`config.mk`:
```
export PLATFORM = sky130hd
export DESIGN_NAME = ssq_cache
export DESIGN_NICKNAME = d
export VERILOG_FILES = /design/src/rtl/ssq_pkg.sv /design/src/rtl/ssq_line_array.sv /design/src/rtl/ssq_byte_merge.sv /design/src/rtl/ssq_cache.sv
export SDC_FILE = /design/constraint.sdc
export NUM_CORES = 1
export LEC_CHECK = 0
export CAP_MARGIN = 25
export CORE_MARGIN = 1
export CORE_UTILIZATION = 60
export CTS_BUF_LIST = sky130_fd_sc_hd__clkbuf_8
export CTS_CLUSTER_DIAMETER = 80
export CTS_CLUSTER_SIZE = 10
export DETAILED_ROUTE_END_ITERATION = 8
export DONT_BUFFER_PORTS = 1
export GPL_TIMING_DRIVEN = 0
export PLACE_DENSITY = 0.77
export SLEW_MARGIN = 25
export SYNTH_ARGS = -nofsm -noshare
export SYNTH_HDL_FRONTEND = slang
export SYNTH_HIERARCHICAL = 1
export SYNTH_SLANG_ARGS = --single-unit
```
`constraint.sdc`:
```
create_clock -name clk -period 12.75 [get_ports clk]
set_clock_uncertainty 0.1 [all_clocks]
set_input_delay 1.9125 -clock clk [delete_from_list [all_inputs] [get_ports clk]]
set_output_delay 1.9125 -clock clk [all_outputs]
set_load 0.005 [all_outputs]
```
`src/rtl/ssq_pkg.sv`:
```
package ssq_pkg;

   typedef enum logic [2:0] {
      ST_IDLE,
      ST_LOOKUP,
      ST_WB_REQ,
      ST_WB_WAIT,
      ST_FILL_REQ,
      ST_FILL_WAIT
   } ssq_state_e;

endpackage

```
`src/rtl/ssq_line_array.sv`:
```
module ssq_line_array #(
   parameter int LINES  = 8,
   parameter int IDX_W  = 3,
   parameter int TAG_W  = 5,
   parameter int LINE_W = 128
) (
   input  logic              clk,
   input  logic              rst_n,
   input  logic [IDX_W-1:0]  idx,
   input  logic              fill_en,
   input  logic [TAG_W-1:0]  fill_tag,
   input  logic [LINE_W-1:0] fill_data,
   input  logic              wr_en,
   input  logic [LINE_W-1:0] wr_data,
   output logic              rd_valid,
   output logic              rd_dirty,
   output logic [TAG_W-1:0]  rd_tag,
   output logic [LINE_W-1:0] rd_data,
   output logic [LINES-1:0]  dirty_vec
);

   logic [LINES-1:0]  valid_q;
   logic [LINES-1:0]  dirty_q;
   logic [TAG_W-1:0]  tag_q  [LINES];
   logic [LINE_W-1:0] data_q [LINES];

   initial begin
      assert (LINES == (1 << IDX_W)) else $error("LINES must equal 2**IDX_W");
   end

   always_ff @(posedge clk) begin
      if (!rst_n) begin
         valid_q <= '0;
         dirty_q <= '0;
      end else if (fill_en) begin
         valid_q[idx] <= 1'b1;
         dirty_q[idx] <= 1'b0;
      end else if (wr_en) begin
         dirty_q[idx] <= 1'b1;
      end
   end

   always_ff @(posedge clk) begin
      if (fill_en) begin
         tag_q[idx]  <= fill_tag;
         data_q[idx] <= fill_data;
      end else if (wr_en) begin
         data_q[idx] <= wr_data;
      end
   end

   assign rd_valid  = valid_q[idx];
   assign rd_dirty  = dirty_q[idx];
   assign rd_tag    = tag_q[idx];
   assign rd_data   = data_q[idx];
   assign dirty_vec = dirty_q;

   AST_FILL_WR_EXCL: assert property (@(posedge clk) disable iff (!rst_n)
      !(fill_en && wr_en));

   AST_FILL_LEAVES_CLEAN: assert property (@(posedge clk) disable iff (!rst_n)
      fill_en |=> (rd_valid && !rd_dirty));

endmodule

```
`src/rtl/ssq_byte_merge.sv`:
```
module ssq_byte_merge #(
   parameter int BYTES = 4
) (
   input  logic [8*BYTES-1:0] old_word,
   input  logic [8*BYTES-1:0] new_word,
   input  logic [BYTES-1:0]   be,
   output logic [8*BYTES-1:0] merged,
   output logic               silent
);

   logic [BYTES-1:0] differs;

   initial begin
      assert (BYTES >= 1) else $error("BYTES must be at least 1");
   end

   for (genvar b = 0; b < BYTES; b++) begin : g_byte
      assign differs[b]        = be[b] && (old_word[8*b +: 8] != new_word[8*b +: 8]);
      assign merged[8*b +: 8]  = be[b] ? new_word[8*b +: 8] : old_word[8*b +: 8];
   end

   assign silent = ~|differs;

endmodule

```
`src/rtl/ssq_cache.sv`:
```
module ssq_cache
   import ssq_pkg::*;
#(
   parameter int ADDR_W         = 10,
   parameter int DATA_W         = 32,
   parameter int WORDS_PER_LINE = 4,
   parameter int LINES          = 8,
   parameter int CNT_W          = 16,
   localparam int BYTES   = DATA_W / 8,
   localparam int OFF_W   = $clog2(WORDS_PER_LINE),
   localparam int IDX_W   = $clog2(LINES),
   localparam int TAG_W   = ADDR_W - OFF_W - IDX_W,
   localparam int LADDR_W = ADDR_W - OFF_W,
   localparam int LINE_W  = DATA_W * WORDS_PER_LINE
) (
   input  logic               clk,
   input  logic               rst_n,
   input  logic               req_valid,
   output logic               req_ready,
   input  logic               req_write,
   input  logic [ADDR_W-1:0]  req_addr,
   input  logic [DATA_W-1:0]  req_wdata,
   input  logic [BYTES-1:0]   req_be,
   output logic               rsp_valid,
   output logic [DATA_W-1:0]  rsp_rdata,
   output logic               mem_req_valid,
   output logic               mem_req_write,
   output logic [LADDR_W-1:0] mem_req_addr,
   output logic [LINE_W-1:0]  mem_req_wdata,
   input  logic               mem_rsp_valid,
   input  logic [LINE_W-1:0]  mem_rsp_rdata,
   output logic [CNT_W-1:0]   squash_count,
   output logic [CNT_W-1:0]   wb_count
);

   initial begin
      assert (DATA_W % 8 == 0) else $error("DATA_W must be a whole number of bytes");
      assert (WORDS_PER_LINE >= 2 && (WORDS_PER_LINE & (WORDS_PER_LINE - 1)) == 0)
         else $error("WORDS_PER_LINE must be a power of two, at least 2");
      assert (LINES >= 2 && (LINES & (LINES - 1)) == 0)
         else $error("LINES must be a power of two, at least 2");
      assert (TAG_W >= 1) else $error("ADDR_W too small for the geometry");
   end

   ssq_state_e         state_q, state_d;
   logic               r_write;
   logic [TAG_W-1:0]   r_tag;
   logic [IDX_W-1:0]   r_idx;
   logic [OFF_W-1:0]   r_off;
   logic [DATA_W-1:0]  r_wdata;
   logic [BYTES-1:0]   r_be;
   logic               rsp_valid_q;
   logic [DATA_W-1:0]  rsp_rdata_q;
   logic [CNT_W-1:0]   squash_q;
   logic [CNT_W-1:0]   wb_q;

   logic               rd_valid, rd_dirty;
   logic [TAG_W-1:0]   rd_tag;
   logic [LINE_W-1:0]  rd_data;
   logic [LINES-1:0]   dirty_vec;
   logic [DATA_W-1:0]  old_word, merged_word;
   logic               silent;
   logic [LINE_W-1:0]  new_line;
   logic               lookup_hit, store_wr, store_sq, fill_en, accept;

   assign accept     = req_valid && req_ready;
   assign lookup_hit = (state_q == ST_LOOKUP) && rd_valid && (rd_tag == r_tag);
   assign store_wr   = lookup_hit && r_write && !silent;
   assign store_sq   = lookup_hit && r_write && silent;
   assign fill_en    = (state_q == ST_FILL_WAIT) && mem_rsp_valid;
   assign old_word   = rd_data[DATA_W*r_off +: DATA_W];

   always_comb begin
      new_line = rd_data;
      new_line[DATA_W*r_off +: DATA_W] = merged_word;
   end

   ssq_line_array #(
      .LINES (LINES),
      .IDX_W (IDX_W),
      .TAG_W (TAG_W),
      .LINE_W(LINE_W)
   ) u_lines (
      .clk      (clk),
      .rst_n    (rst_n),
      .idx      (r_idx),
      .fill_en  (fill_en),
      .fill_tag (r_tag),
      .fill_data(mem_rsp_rdata),
      .wr_en    (store_wr),
      .wr_data  (new_line),
      .rd_valid (rd_valid),
      .rd_dirty (rd_dirty),
      .rd_tag   (rd_tag),
      .rd_data  (rd_data),
      .dirty_vec(dirty_vec)
   );

   ssq_byte_merge #(
      .BYTES(BYTES)
   ) u_merge (
      .old_word(old_word),
      .new_word(r_wdata),
      .be      (r_be),
      .merged  (merged_word),
      .silent  (silent)
   );

   always_comb begin
      state_d = state_q;
      unique case (state_q)
         ST_IDLE:      if (req_valid) state_d = ST_LOOKUP;
         ST_LOOKUP: begin
            if (lookup_hit)                state_d = ST_IDLE;
            else if (rd_valid && rd_dirty) state_d = ST_WB_REQ;
            else                           state_d = ST_FILL_REQ;
         end
         ST_WB_REQ:    state_d = ST_WB_WAIT;
         ST_WB_WAIT:   if (mem_rsp_valid) state_d = ST_FILL_REQ;
         ST_FILL_REQ:  state_d = ST_FILL_WAIT;
         ST_FILL_WAIT: if (mem_rsp_valid) state_d = ST_LOOKUP;
         default:      state_d = ST_IDLE;
      endcase
   end

   always_ff @(posedge clk) begin
      if (!rst_n) begin
         state_q     <= ST_IDLE;
         rsp_valid_q <= 1'b0;
         rsp_rdata_q <= '0;
         squash_q    <= '0;
         wb_q        <= '0;
      end else begin
         state_q     <= state_d;
         rsp_valid_q <= lookup_hit && !r_write;
         if (lookup_hit && !r_write) rsp_rdata_q <= old_word;
         if (store_sq) squash_q <= squash_q + 1'b1;
         if (state_q == ST_WB_REQ) wb_q <= wb_q + 1'b1;
      end
   end

   always_ff @(posedge clk) begin
      if (accept) begin
         r_write <= req_write;
         r_tag   <= req_addr[ADDR_W-1 -: TAG_W];
         r_idx   <= req_addr[OFF_W +: IDX_W];
         r_off   <= req_addr[OFF_W-1:0];
         r_wdata <= req_wdata;
         r_be    <= req_be;
      end
   end

   assign req_ready     = (state_q == ST_IDLE);
   assign rsp_valid     = rsp_valid_q;
   assign rsp_rdata     = rsp_rdata_q;
   assign mem_req_valid = (state_q == ST_WB_REQ) || (state_q == ST_FILL_REQ);
   assign mem_req_write = (state_q == ST_WB_REQ);
   assign mem_req_addr  = (state_q == ST_WB_REQ) ? {rd_tag, r_idx} : {r_tag, r_idx};
   assign mem_req_wdata = rd_data;
   assign squash_count  = squash_q;
   assign wb_count      = wb_q;

   AST_READY_BLOCKED: assert property (@(posedge clk) disable iff (!rst_n)
      accept |=> !req_ready);

   AST_MEM_PULSE: assert property (@(posedge clk) disable iff (!rst_n)
      mem_req_valid |=> !mem_req_valid);

   AST_WB_ONLY_DIRTY: assert property (@(posedge clk) disable iff (!rst_n)
      (mem_req_valid && mem_req_write) |-> dirty_vec[r_idx]);

   AST_SQUASH_CLEAN: assert property (@(posedge clk) disable iff (!rst_n)
      store_sq |=> $stable(dirty_vec));

   AST_SQUASH_COUNT: assert property (@(posedge clk) disable iff (!rst_n)
      store_sq |=> (squash_count == $past(squash_count) + 1'b1));

   AST_RSP_AFTER_LOOKUP: assert property (@(posedge clk) disable iff (!rst_n)
      rsp_valid |-> $past(state_q == ST_LOOKUP));

   AST_IDLE_NO_MEM: assert property (@(posedge clk) disable iff (!rst_n)
      req_ready |-> !mem_req_valid);

endmodule

```
# Word-level counts from Yosys, hierarchy flattened
# Memories as Yosys holds them, arrays and structs flattened. A register that Yosys moved wholly into a read port is not among the register bits.
# Index checks and enable logic that the tools add are counted.
# W data, S select, Z words.
# op_classes
n_reduce_logical	21
muxes	28
add_sub_neg	3
n_eq_ne	13
bitwise	5
shifts	3
magnitude_cmp	2
# op_table
op	count
$bwmux W128	1
$mux W128	1
$shift A32 B34 Y128 const A	1
$shiftx A128 B8 Y32	1
$shiftx A32 B34 Y128	1
$mux W8	7
$neg A7 Y34	1
$add A16 B1 Y16 const B	2
$ne A8 B8 Y1	4
$mux W3	7
$pmux W3 S6	1
$or A8 B8 Y8	2
$logic_and A1 B1 Y1	14
$and A8 B8 Y8	1
$mux W1	8
$not A8 Y8	1
$bmux W1 S3	2
$eq A3 B2 Y1 const B	2
$eq A3 B3 Y1 const B	2
$ne A2 B2 Y1 const B	3
$eq A5 B5 Y1	1
$lt A3 B4 Y1 const B	1
$reduce_or A4 Y1	1
$demux W1 S3	1
other kinds (8)	9
# totals
word_cells	90
out_inout_bits	204
reg_bits	131
mem_bits_rw	1064
memories	2
in_bits	179
# mem_list
name	words	word_bits	rd	rd_clocked_by_memory_dff	wr	line_no	source
u_lines.data_q	8	128	1	1	1	ssq_line_array.sv:25	logic [LINE_W-1:0] data_q [LINES];
u_lines.tag_q	8	5	1	1	1	ssq_line_array.sv:24	logic [TAG_W-1:0] tag_q [LINES];

# Longest topological paths before layout
# depth
depth_word	10
depth_mapped	15

# By module
# Netlist, hierarchy kept.
# modules_own_cells
mod	cells_per_inst	n_inst	seq_area_each_um2	area_each_um2
ssq_line_array	1767	1	32271.0	42562.1
ssq_cache	865	1	2772.7	6988.0
ssq_byte_merge	81	1	0.0	739.5

# Worst setup path before layout
# Ideal clock, no wire load.
# synth_timing
kind	reg-to-reg
startpoint	register r_idx[2]
endpoint	memory u_lines.data_q[2][0] (enable)
slack_ns	-0.506
synth_period_minus_slack_ns	13.256
stages_incl_launch_ff	14
t_arrival_ns	12.383
cell_sequence	edfxtp_1 clkbuf_1 buf_2 buf_1 mux4_2 mux2_2 mux4_2 xnor2_1 nand4_1 o21ai_1 and4_1 nor4b_1 o21ai_0 nor3_1
# synth_between
elab_chain_cells	10
# synth_rtl
item	line_no	source
from (decl)	ssq_cache.sv:48	logic [IDX_W-1:0] r_idx;
from (signal assigned)	ssq_cache.sv:146	r_idx <= req_addr[OFF_W +: IDX_W];
$bmux W1 S3	ssq_line_array.sv:52	assign rd_valid = valid_q[idx];
$mux W1 (not written as such)	ssq_line_array.sv:52	
$logic_and A1 B1 Y1 (2 in series)	ssq_cache.sv:67	assign lookup_hit = (state_q == ST_LOOKUP) && rd_valid && (rd_tag == r_tag);
$logic_and A1 B1 Y1 (2 in series)	ssq_cache.sv:68	assign store_wr = lookup_hit && r_write && !silent;
named net store_wr	ssq_cache.sv:64	logic lookup_hit, store_wr, store_sq, fill_en, accept;
$mux W1	ssq_line_array.sv:47	end else if (wr_en) begin
$mux W1	ssq_line_array.sv:44	if (fill_en) begin
$mux W1 (not written as such)	ssq_line_array.sv:48	data_q[idx] <= wr_data;
$or A1 B1 Y1 (no source line)	--	
to (decl)	ssq_line_array.sv:25	
# The timed path passes the listed nets, and every way through them passes these cells. The select of a mux whose other input is x is not followed.

# Worst setup path after layout
# layout_timing
startpoint	register r_idx[2]
endpoint	memory u_lines.data_q[0][52] (enable)
# Same word-level chain as after synthesis.

==> impl_metrics.tcl <==
set metrics [dict create \
    holdBufCountCts 0 \
    yosys.area.top_type "edfxtp_1" \
    layout-drive-gt1-share 0.293 \
    antenna_found_initial 53 \
    grt-busiest-layer "met2" \
    power_w 0.00746 \
    min-delay-start "u_lines/valid_q[0]" \
    drv_slew 0 \
    yosys-top-cells-area "edfxtp_1, mux4_2, mux2_2" \
    final_design_area_no_fill_um2 55700 \
    cp_num_buf_inv 8 \
    die_area_um2 85000 \
    critPathTopFamily "buffers and inverters" \
    antenna_left 0 \
    ios 383 \
    setup_violations 0 \
    core_area_um2 82500 \
    fin_tns_setup_ns 0 \
    status "completed" \
    postPlaceCellArea_um2 53400 \
    place_hpwl_um 105000 \
    grt_pass1_vias 28000 \
    cp_data_required_time_ns 13.16 \
    critical_path.cell_chain "clkbuf_1 -> buf_2 -> clkbuf_1 -> mux4_2 -> mux2_2 -> mux4_2 -> xnor2_1 -> nand4_1 -> o21ai_1 -> and4_1 -> nor4b_2 -> o21bai_1 -> nor3_4 -> buf_6 -> buf_6 -> buf_8 -> buf_8 -> buf_8" \
    critPathKind "flip-flop to flip-flop" \
    avgRoutedWirePerCell_um 35.2 \
    drcViolationCount 0 \
    fillers 5251 \
    power.density_nw_per_um2 134 \
    cts_setup_buffers 0 \
    crit_top_cell "buf_8" \
    drv_cap 0 \
    syn_nets 2899 \
    p_leak_nw 18.1 \
    min_path_cells 1 \
    reg2reg_slack_ns 5.44 \
    cpMaxStageDelayCell "nor4b_2" \
    dr_total_vias 28100 \
    min_to "u_lines/valid_q[0]" \
    grt_max_degree 20 \
    rsz0062_at_grt "no" \
    worst_setup_path_start_kind "flip-flop" \
    crit_arrival_ns 7.72 \
    clkSlewWorstSetupHoldPaths_ns 0.07 \
    hold_class "flip-flop to flip-flop" \
    initial_core_util 0.610 \
    die_x_um 292 \
    die_h_um 292 \
    clk_latency_ns 0.82 \
    vias_per_cell 6.85 \
    track_usage 0.341 \
    cts.sinks 1195 \
    cts_tree "done" \
    drt_iter0_drc 3797 \
    ys_async_sr_fraction 0 \
    io_buffers 0 \
    rr_startpoint "r_idx[2]" \
    grt_overflow_total 0 \
    syn_to_final_growth_pct 10.8 \
    fin_crit_ns 7.31 \
    reg2reg_to "u_lines/data_q[0][52]" \
    crit_path_end_kind "flip-flop" \
    wl_um 144000 \
    firstDrtPassIters 6 \
    ir_worst_vdd_v 0.000107 \
    finalHoldViolations 0 \
    use_met1 0.441 \
    row_count 105 \
    slew_headroom 0.282 \
    synthCells 2713 \
    fmax_ghz 0.137 \
    worst_slew_pin_slew_ns 1.08 \
    grt_pass1_wl_um 202000 \
    whs_ns 0.376 \
    fin_ws_ns 5.44 \
    synth.distinct_cells 55 \
    seq_area_frac_synth 0.697 \
    cts-root-buf "clkbuf_8" \
    gp_congestion 0.911 \
    post-synth-top-area-fraction 0.663 \
    numCtsBuffers 137 \
    synth_ff_type "edfxtp_1" \
    cp_max_fo 12 \
    cts_max_level 4 \
    rr_worst_depth 18 \
    yosysWarnings 6 \
    max-clock-path-buffers 3 \
    postSynthAreaPerCell_um2 18.5 \
    netlist_area_um2 50300 \
    finalCritPeriodShare 0.573 \
    ys_seq_elements 1195 \
    finalNetCount 3122 \
    slowest_delay_ns 0.80 \
    grt_util_met3 0.127 \
    synth-edff-count 1111 \
    ctsResizeCount 0 \
    use_met2 0.521 \
    pre_cts_slack_ns 5.51 \
]
## Yosys cell counts (37+ instances only)
master / instances
edfxtp_1: 1111
nand3_1: 42
inv_1: 135
dfxtp_1: 84
mux4_1: 63
nor2_1: 41
buf_2: 41
mux2_2: 301
mux4_2: 237
clkbuf_1: 75
nand2_1: 179
o21ai_0: 172
xnor2_1: 37
## per-stage QoR
| stage | util | cells |
|---|---|---|
| 2_1_floorplan | - | 2713 |
| 3_3_place_gp | 0.626 | 3783 |
| 3_5_place_dp | 0.648 | 3867 |
| 4_1_cts | 0.674 | 4068 |
| 5_1_grt | 0.675 | 4082 |
| 6_report | 0.675 | 4099 |
## cell type report
type	instances	area (um2)	area share
antenna	31	77.6	0.00139
timing repair buffer	84	1690	0.0303
sequential	1195	35000	0.629
clock inverter	64	315	0.00566
clock buffer	137	1890	0.0338
multi-input combinational	1229	13900	0.249
inverter	135	507	0.00910
tap	1070	1340	0.0240
buffer	154	955	0.0171
## layout by cell type (no fill, tap or decap), types with 7 or more instances in the layout
cell type	Yosys	routed
edfxtp_1	1111	1111
mux2_2	301	301
mux4_2	237	237
inv_1	135	183
nand2_1	179	179
o21ai_0	172	171
clkbuf_8	0	137
dfxtp_1	84	84
clkbuf_1	75	73
mux4_1	63	63
nand3_1	42	42
buf_2	41	41
buf_16	0	38
xnor2_1	37	37
buf_6	17	35
nor2_1	41	35
diode_2	0	31
buf_8	14	23
a21oi_1	17	17
nand4_1	17	17
xor2_1	15	15
buf_12	2	15
o21a_1	10	10
nor3b_1	10	9
nand2b_1	9	9
or3_1	9	9
clkinvlp_4	0	8
ha_1	7	7
## worst max-delay path by stage
stage | endpoint | slack (ns) | cells after the start | from
2_1_floorplan | u_lines/data_q[7][0] | 2.92 | 13 | r_idx[2]
3_3_place_gp | u_lines/data_q[7][52] | -4.83 | 13 | r_idx[2]
3_5_place_dp | u_lines/data_q[7][54] | 5.51 | 17 | r_idx[2]
4_1_cts | u_lines/data_q[6][52] | 5.40 | 15 | r_idx[1]
5_1_grt | u_lines/data_q[0][52] | 5.42 | 18 | r_idx[2]
6_report | u_lines/data_q[0][52] | 5.44 | 18 | r_idx[2]
## registers in the layout, indices dropped and copies added, names as in the netlist, named ones only
signal           cells
r_be                 4
state_q              3
u_lines/valid_q      8
u_lines/data_q    1024
squash_count        16
rsp_valid            1
r_off                2
r_wdata             32
r_write              1
r_tag                5
u_lines/tag_q       40
r_idx                3
rsp_rdata           32
wb_count            16
## layer usage
layer / up-vias / part of all wire
li1: 11200 / -
met3: 333 / 0.14
met5: - / 0.0017
met2: 2021 / 0.47
met4: 38 / 0.043
met1: 14400 / 0.35
## logic make-up (layout without fill, tap and decap cells)
| logic type | after synthesis | in the layout | synth area share |
|---|---|---|---|
| AO/OA/AOI/OAI | 217 | 217 | 0.0229 |
| other | 0 | 31 | 0 |
| AND/OR/NAND/NOR | 347 | 347 | 0.0328 |
| multiplexers | 604 | 604 | 0.207 |
| adder cells (fa/ha/maj) | 7 | 7 | 0.00174 |
| buffers and inverters | 289 | 574 | 0.0290 |
| XOR/XNOR | 54 | 54 | 0.00970 |
| flip-flops | 1195 | 1195 | 0.697 |
## power breakdown
| part | total (W) | internal, W | switching, W |
|---|---|---|---|
| logic | 0.000827 | 0.000307 | 0.000520 |
| registers | 0.00432 | 0.00430 | 0.0000170 |
| clock network | 0.00232 | 0.000995 | 0.00132 |
| total | 0.00746 | 0.00560 | 0.00186 |
(Power assumes the default switching activity.)
